<file path="src/rtl/dsc_pkg.sv">
package dsc_pkg;
  localparam int CNT_W  = 12;
  localparam int EDGE_W = 10;
  localparam int SEL_W  = 4;
  localparam int DATA_W = 16;
  localparam int ADDR_W = 3;

  localparam logic [ADDR_W-1:0] FLD_RUN = 3'd0;
  localparam logic [ADDR_W-1:0] FLD_OFS = 3'd1;
  localparam logic [ADDR_W-1:0] FLD_REP = 3'd2;
  localparam logic [ADDR_W-1:0] FLD_UP  = 3'd3;
  localparam logic [ADDR_W-1:0] FLD_DN  = 3'd4;
  localparam logic [ADDR_W-1:0] FLD_SEL = 3'd5;

  typedef enum logic [1:0] {ST_STOP, ST_WAIT, ST_RUN, ST_DONE} cnt_state_e;

  typedef struct packed {
    logic [CNT_W-1:0]  run;
    logic [CNT_W-1:0]  ofs;
    logic [CNT_W-1:0]  rep;
    logic [EDGE_W-1:0] up;
    logic [EDGE_W-1:0] dn;
    logic [SEL_W-1:0]  s_run;
    logic [SEL_W-1:0]  s_ofs;
    logic [SEL_W-1:0]  s_clr;
    logic              pol;
  } cnt_cfg_t;
endpackage

</file>
<file path="src/rtl/dsc_cfg_regs.sv">
module dsc_cfg_regs
  import dsc_pkg::*;
#(
  parameter int NCNT = 6,
  localparam int IDXW = (NCNT > 1) ? $clog2(NCNT) : 1
) (
  input  logic              clk,
  input  logic              rst,
  input  logic              wr_en,
  input  logic [IDXW-1:0]   wr_idx,
  input  logic [ADDR_W-1:0] wr_addr,
  input  logic [DATA_W-1:0] wr_data,
  output cnt_cfg_t          cfg [NCNT],
  output logic              wr_err
);
  localparam int SEL_MAX = NCNT + 1;

  logic     bad;
  logic     sel_bad;
  cnt_cfg_t cfg_q [NCNT];
  logic     err_q;

  // each selector nibble must name an existing source
  always_comb begin
    sel_bad = 1'b0;
    for (int s = 0; s < 3; s++) begin
      if (32'(wr_data[s*SEL_W +: SEL_W]) > SEL_MAX) sel_bad = 1'b1;
    end
  end

  always_comb begin
    bad = (32'(wr_idx) >= NCNT);
    case (wr_addr)
      FLD_RUN, FLD_OFS, FLD_REP: if (wr_data[DATA_W-1:CNT_W] != '0) bad = 1'b1;
      FLD_UP, FLD_DN:            if (wr_data[DATA_W-1:EDGE_W] != '0) bad = 1'b1;
      FLD_SEL:                   if (sel_bad) bad = 1'b1;
      default:                   bad = 1'b1;
    endcase
  end

  always_ff @(posedge clk) begin
    if (rst) begin
      for (int i = 0; i < NCNT; i++) cfg_q[i] <= '0;
      err_q <= 1'b0;
    end else begin
      err_q <= wr_en && bad;
      if (wr_en && !bad) begin
        for (int i = 0; i < NCNT; i++) begin
          if (32'(wr_idx) == i) begin
            case (wr_addr)
              FLD_RUN: cfg_q[i].run <= wr_data[CNT_W-1:0];
              FLD_OFS: cfg_q[i].ofs <= wr_data[CNT_W-1:0];
              FLD_REP: cfg_q[i].rep <= wr_data[CNT_W-1:0];
              FLD_UP:  cfg_q[i].up  <= wr_data[EDGE_W-1:0];
              FLD_DN:  cfg_q[i].dn  <= wr_data[EDGE_W-1:0];
              default: begin
                cfg_q[i].s_run <= wr_data[SEL_W-1:0];
                cfg_q[i].s_ofs <= wr_data[2*SEL_W-1:SEL_W];
                cfg_q[i].s_clr <= wr_data[3*SEL_W-1:2*SEL_W];
                cfg_q[i].pol   <= wr_data[3*SEL_W];
              end
            endcase
          end
        end
      end
    end
  end

  assign cfg    = cfg_q;
  assign wr_err = err_q;
endmodule

</file>
<file path="src/rtl/dsc_counter.sv">
module dsc_counter
  import dsc_pkg::*;
#(
  parameter int NSRC = 7
) (
  input  logic            clk,
  input  logic            rst,
  input  logic            en,
  input  cnt_cfg_t        cfg,
  input  logic [NSRC-1:0] srcs,
  output logic            tick_o,
  output logic            lvl_o
);
  cnt_state_e       st;
  logic [CNT_W-1:0] pos;
  logic [CNT_W-1:0] ocnt;
  logic [CNT_W-1:0] reps;
  logic             tick_q;
  logic             lvl_q;
  logic             run_hit, ofs_hit, clr_hit;
  logic             in_win;
  logic [CNT_W:0]   pos2;

  // selector code k+1 picks source k; code 0 picks nothing
  always_comb begin
    run_hit = 1'b0;
    ofs_hit = 1'b0;
    clr_hit = 1'b0;
    for (int k = 0; k < NSRC; k++) begin
      if (32'(cfg.s_run) == k + 1) run_hit = srcs[k];
      if (32'(cfg.s_ofs) == k + 1) ofs_hit = srcs[k];
      if (32'(cfg.s_clr) == k + 1) clr_hit = srcs[k];
    end
  end

  assign pos2   = {pos, 1'b0};
  assign in_win = (st == ST_RUN) &&
                  (pos2 >= (CNT_W+1)'(cfg.up)) &&
                  (pos2 <  (CNT_W+1)'(cfg.dn));

  always_ff @(posedge clk) begin
    if (rst) begin
      st     <= ST_STOP;
      pos    <= '0;
      ocnt   <= '0;
      reps   <= '0;
      tick_q <= 1'b0;
      lvl_q  <= 1'b0;
    end else begin
      lvl_q  <= cfg.pol ^ in_win;
      tick_q <= 1'b0;
      if (!en) begin
        st   <= ST_STOP;
        pos  <= '0;
        ocnt <= '0;
        reps <= '0;
      end else if (st == ST_STOP || clr_hit) begin
        pos  <= '0;
        ocnt <= '0;
        reps <= '0;
        st   <= (cfg.ofs == '0) ? ST_RUN : ST_WAIT;
      end else begin
        case (st)
          ST_WAIT: begin
            if (ofs_hit) begin
              if (ocnt == cfg.ofs - 1'b1) st <= ST_RUN;
              else ocnt <= ocnt + 1'b1;
            end
          end
          ST_RUN: begin
            if (run_hit) begin
              if (pos == cfg.run) begin
                pos    <= '0;
                tick_q <= 1'b1;
                if (cfg.rep != '0) begin
                  if (reps == cfg.rep - 1'b1) st <= ST_DONE;
                  else reps <= reps + 1'b1;
                end
              end else begin
                pos <= pos + 1'b1;
              end
            end
          end
          default: ;
        endcase
      end
    end
  end

  assign tick_o = tick_q;
  assign lvl_o  = lvl_q;
endmodule

</file>
<file path="src/rtl/dsc_bank.sv">
module dsc_bank
  import dsc_pkg::*;
#(
  parameter int NCNT = 6,
  localparam int IDXW = (NCNT > 1) ? $clog2(NCNT) : 1,
  localparam int NSRC = NCNT + 1
) (
  input  logic              clk,
  input  logic              rst,
  input  logic              en,
  input  logic              wr_en,
  input  logic [IDXW-1:0]   wr_idx,
  input  logic [ADDR_W-1:0] wr_addr,
  input  logic [DATA_W-1:0] wr_data,
  output logic              wr_err,
  output logic [NCNT-1:0]   tick_o,
  output logic [NCNT-1:0]   lvl_o
);
  cnt_cfg_t        cfg [NCNT];
  logic [NSRC-1:0] srcs;
  logic [NCNT-1:0] pol_vec;

  dsc_cfg_regs #(.NCNT(NCNT)) u_cfg (
    .clk     (clk),
    .rst     (rst),
    .wr_en   (wr_en),
    .wr_idx  (wr_idx),
    .wr_addr (wr_addr),
    .wr_data (wr_data),
    .cfg     (cfg),
    .wr_err  (wr_err)
  );

  // source 0 is the pixel clock itself, source k+1 is counter k's pulse
  assign srcs = {tick_o, 1'b1};

  for (genvar i = 0; i < NCNT; i++) begin : g_cnt
    dsc_counter #(.NSRC(NSRC)) u_cnt (
      .clk    (clk),
      .rst    (rst),
      .en     (en),
      .cfg    (cfg[i]),
      .srcs   (srcs),
      .tick_o (tick_o[i]),
      .lvl_o  (lvl_o[i])
    );
    assign pol_vec[i] = cfg[i].pol;
  end
endmodule

</file>
<file path="config.mk">
export PLATFORM = sky130hd
export DESIGN_NAME = dsc_bank
export DESIGN_NICKNAME = d
export VERILOG_FILES = /design/src/rtl/dsc_pkg.sv /design/src/rtl/dsc_cfg_regs.sv /design/src/rtl/dsc_counter.sv /design/src/rtl/dsc_bank.sv
export SDC_FILE = /design/constraint.sdc
export NUM_CORES = 2
export LEC_CHECK = 0
export ABC_CLOCK_PERIOD_IN_PS = 5300
export BUFFER_PORTS_ARGS = -buffer_cell sky130_fd_sc_hd__buf_2
export CAP_MARGIN = 25
export CORE_MARGIN = 5
export CORE_UTILIZATION = 41
export CTS_BUF_LIST = sky130_fd_sc_hd__clkbuf_4
export DETAILED_ROUTE_END_ITERATION = 12
export PLACE_DENSITY = 0.55
export SLEW_MARGIN = 5
export SYNTH_ARGS = -nofsm -noshare
export SYNTH_HDL_FRONTEND = slang
export SYNTH_SLANG_ARGS = --single-unit
</file>
<file path="constraint.sdc">
create_clock -name clk -period 5.3 [get_ports clk]
set_clock_uncertainty 0.2 [all_clocks]
set_input_delay 0.53 -clock clk [delete_from_list [all_inputs] [get_ports clk]]
set_output_delay 0.53 -clock clk [all_outputs]
set_load 0.02 [all_outputs]
</file>
==> flow_metrics.env <==
export IMPL_dp_cells=5408
export IMPL_grt_pass1_wl_mm=160
export IMPL_synthTopCellsByArea="dfxtp_1 37%, a21oi_1 6.3%, nand3_1 5.9%"
export IMPL_ioPinCount=39
export IMPL_synth_top_family_by_area="simple AND/OR/NAND/NOR gates"
export IMPL_avgSynthCellArea_um2=7.98
export IMPL_drv_cap=0
export IMPL_netlist_instances=4456
export IMPL_grt_pass1_vias=29300
export IMPL_finish_utilization_pct=45.4
export IMPL_max_freq_mhz=275
export IMPL_tns_ns=0
export IMPL_period_share_pct=68.6
export IMPL_cp_endpoint="g_cnt[3].u_cnt.ocnt[10]"
export IMPL_yosysSeqAreaShare_pct=36.9
export IMPL_clockRootBuffer="clkbuf_4"
export IMPL_fin_area_um2=39300
export IMPL_fin_nets=4637
export IMPL_max_stage_delay_ns=0.63
export IMPL_clk_latency_ns=1.03
export IMPL_coreArea_um2=86500
export IMPL_multi_input_area_um2=20700
export IMPL_timing_hold_violations_final=0
export IMPL_clockBufferDepth=3
export IMPL_numPortBuffers=38
export IMPL_ys_seq_elements=655
export IMPL_start_kind="flip-flop"
export IMPL_grt_total_usage_pct=20.9
export IMPL_synth_compound_area_share_pct=14.1
export IMPL_synthDistinctLibCells=92
export IMPL_vias=31200
export IMPL_fill_cells=8822
export IMPL_wl_mm=100
export IMPL_status="complete, no violations"
export IMPL_avgViaCountPerCell=5.41
export IMPL_die_width_um=305
export IMPL_dp_hpwl_mm=61.3
export IMPL_fin_cells=5764
export IMPL_crit_path_end_kind="flip-flop"
export IMPL_hp_class="flip-flop to flip-flop"
export IMPL_slew_viol_final=0
export IMPL_dr_pass1_iters=6
export IMPL_num_rows=108
export IMPL_critPathArrivalTime_ns=4.35
export IMPL_drtIter0Drc=2137
export IMPL_synth_simple_area_share_pct=25.7
export IMPL_syn_to_final_growth_pct=10.4
export IMPL_setup_viol=0
export IMPL_antenna_found_initial=3
export IMPL_drc=0
export IMPL_regArea_um2=13100
export IMPL_drive_gt1_share_pct=10.2
export IMPL_netlist_area_leader_share_pct=36.9
export IMPL_tightestPinTransition_ns=1.18
export IMPL_min_period_ns=3.63
export IMPL_syn_num_nets=4626
export IMPL_mostFrequentLayoutCells="655 x dfxtp_1, 532 x nand2_1, 450 x a21oi_1, 417 x nand3_1, 337 x nor2_1"
export IMPL_ff2ff_path_depth=10
export IMPL_place_area_um2=36600
export IMPL_rsz0062_at_grt="no"
export IMPL_synth_top_area_cell="dfxtp_1"
export IMPL_r2r_end="g_cnt[3].u_cnt.ocnt[10]"
export IMPL_die_h_um=305
export IMPL_r2r_setup_slack_ns=1.67
export IMPL_grt_max_degree=95
export IMPL_slowest_stage="or4_1"
export IMPL_synth_area_mux_share_pct=3.78
export IMPL_dieArea_um2=92700
export IMPL_drtAntennaViolNets=0
export IMPL_routed_wire_length_per_instance_um=17.4
export IMPL_initial_core_util_pct=41.1
export IMPL_cts_tree="yes"
export IMPL_gp_congestion=0.821
export IMPL_crit_required_ns=6.02
export IMPL_vdd_drop_max_uv=163
export IMPL_syn_area_um2=35600
export IMPL_h_tree_depth=4
export IMPL_crit_start="u_cfg.cfg[183]"
export IMPL_synthArstFlopShare_pct=0
export IMPL_cellLeakagePower_nw=13.3
export IMPL_cts_sink_count=655
export IMPL_slew_headroom_pct=21.4
export IMPL_cts_made_buffers=184
export IMPL_synth_edf_count=0
export IMPL_critPathKind="flip-flop to flip-flop"
export IMPL_power_density_nw_per_um2=257
export IMPL_rr_startpoint="u_cfg.cfg[183]"
export IMPL_synthXorXnorAreaFrac_pct=9.18
export IMPL_worstPathCellList="inv_1 > ha_1 > nor3b_1 > a21bo_2 > a21o_1 > a31oi_1 > a31oi_2 > nand4_1 > or4_1 > a21oi_1"
export IMPL_cp_max_fo=12
export IMPL_overflow=0
export IMPL_layout_commonest_cell="dfxtp_1"
export IMPL_path_clk_slew_ns=0.07
export IMPL_ys_flop_type="dfxtp_1"
export IMPL_synth_adder_area_share_pct=5.07
export IMPL_ys_warn_count=0
## state kept, by name, indices dropped and copies added (netlist names)
signal / cells
u_cfg.cfg: 414
g_cnt.u_cnt.ocnt: 72
g_cnt.u_cnt.pos: 72
g_cnt.u_cnt.reps: 72
g_cnt.u_cnt.st: 12
g_cnt.u_cnt.lvl_o: 6
g_cnt.u_cnt.tick_o: 6
u_cfg.wr_err: 1
## critical path, delay by kind of cell, from the launching register on
| family | cells | cell delay, ns |
|---|---|---|
| AO/OA/AOI/OAI | 5 | 1.03 |
| adder cells (fa/ha/maj) | 1 | 0.23 |
| buffers and inverters | 1 | 0.10 |
| flip-flops | 1 | 0.36 |
| AND/OR/NAND/NOR | 3 | 1.64 |
## power breakdown
part	leakage [nW]	switching [mW]	internal, mW
Clock	1.42	2.22	2.60
Combinational	6.56	0.261	0.0577
Sequential	5.27	0.00655	4.93
Total	13.3	2.49	7.58
## worst min-delay path by stage
stage                         from             end  cells past startpoint
floorplan           u_cfg.cfg[215]  u_cfg.cfg[215]                      2
global placement    u_cfg.cfg[215]  u_cfg.cfg[215]                      2
detailed placement  u_cfg.cfg[215]  u_cfg.cfg[215]                      2
CTS                    wr_data[14]  u_cfg.cfg[234]                      8
global route         u_cfg.cfg[98]   u_cfg.cfg[98]                      2
finish              u_cfg.cfg[215]  u_cfg.cfg[215]                      2
## cells in the mapped netlist, drive strengths merged, types with 51 or more instances
cell,n
dfxtp,655
nand2,533
a21oi,451
nand3,417
nor2,338
clkbuf,256
xnor2,236
inv,180
ha,144
xor2,137
mux2i,122
nor3,99
nand4,96
o21ai,81
nor2b,51
## per-stage QoR
step / worst slack [ns] / total power [mW] / hold WS (ns)
3_5_place_dp: 1.55 / 5.35 / 0.240
3_3_place_gp: 1.60 / 5.35 / 0.237
5_1_grt: 1.33 / 10.5 / 0.267
4_1_cts: 1.63 / 10.2 / 0.190
6_report: 1.67 / 10.1 / 0.245
2_1_floorplan: 2.00 / 5.20 / 0.223
## area by class of cell
class                      count  area share (%)
antenna                        4          0.0255
clock buffer                 275            5.26
clock inverter                49           0.861
inverter                     180            1.72
multi-input combinational   3324            52.6
sequential                   655            33.4
tap                         1155            3.68
timing repair buffer         122            2.41
## logic make-up (layout without fill, tap and decap cells)
kind of cell	count (synthesis)	count (layout)
simple gates	1863	1863
buf+inv	477	626
xor+xnor	373	373
mux	129	129
flops	655	655
compound gates	815	815
other cells	0	4
fa+ha+maj	144	144
## what timing repair did
action	in CTS	in global routing
gates resized for setup	0	0
endpoints found under the hold margin	370	0
hold buffers	24	0
buffers inserted	0	0
## layer usage
metal	track usage, %	wire [µm]
met5	0	0
met4	6.07	2160
met3	3.99	5090
met2	33.5	45200
met1	28.9	47900
(Power assumes the default switching activity.)
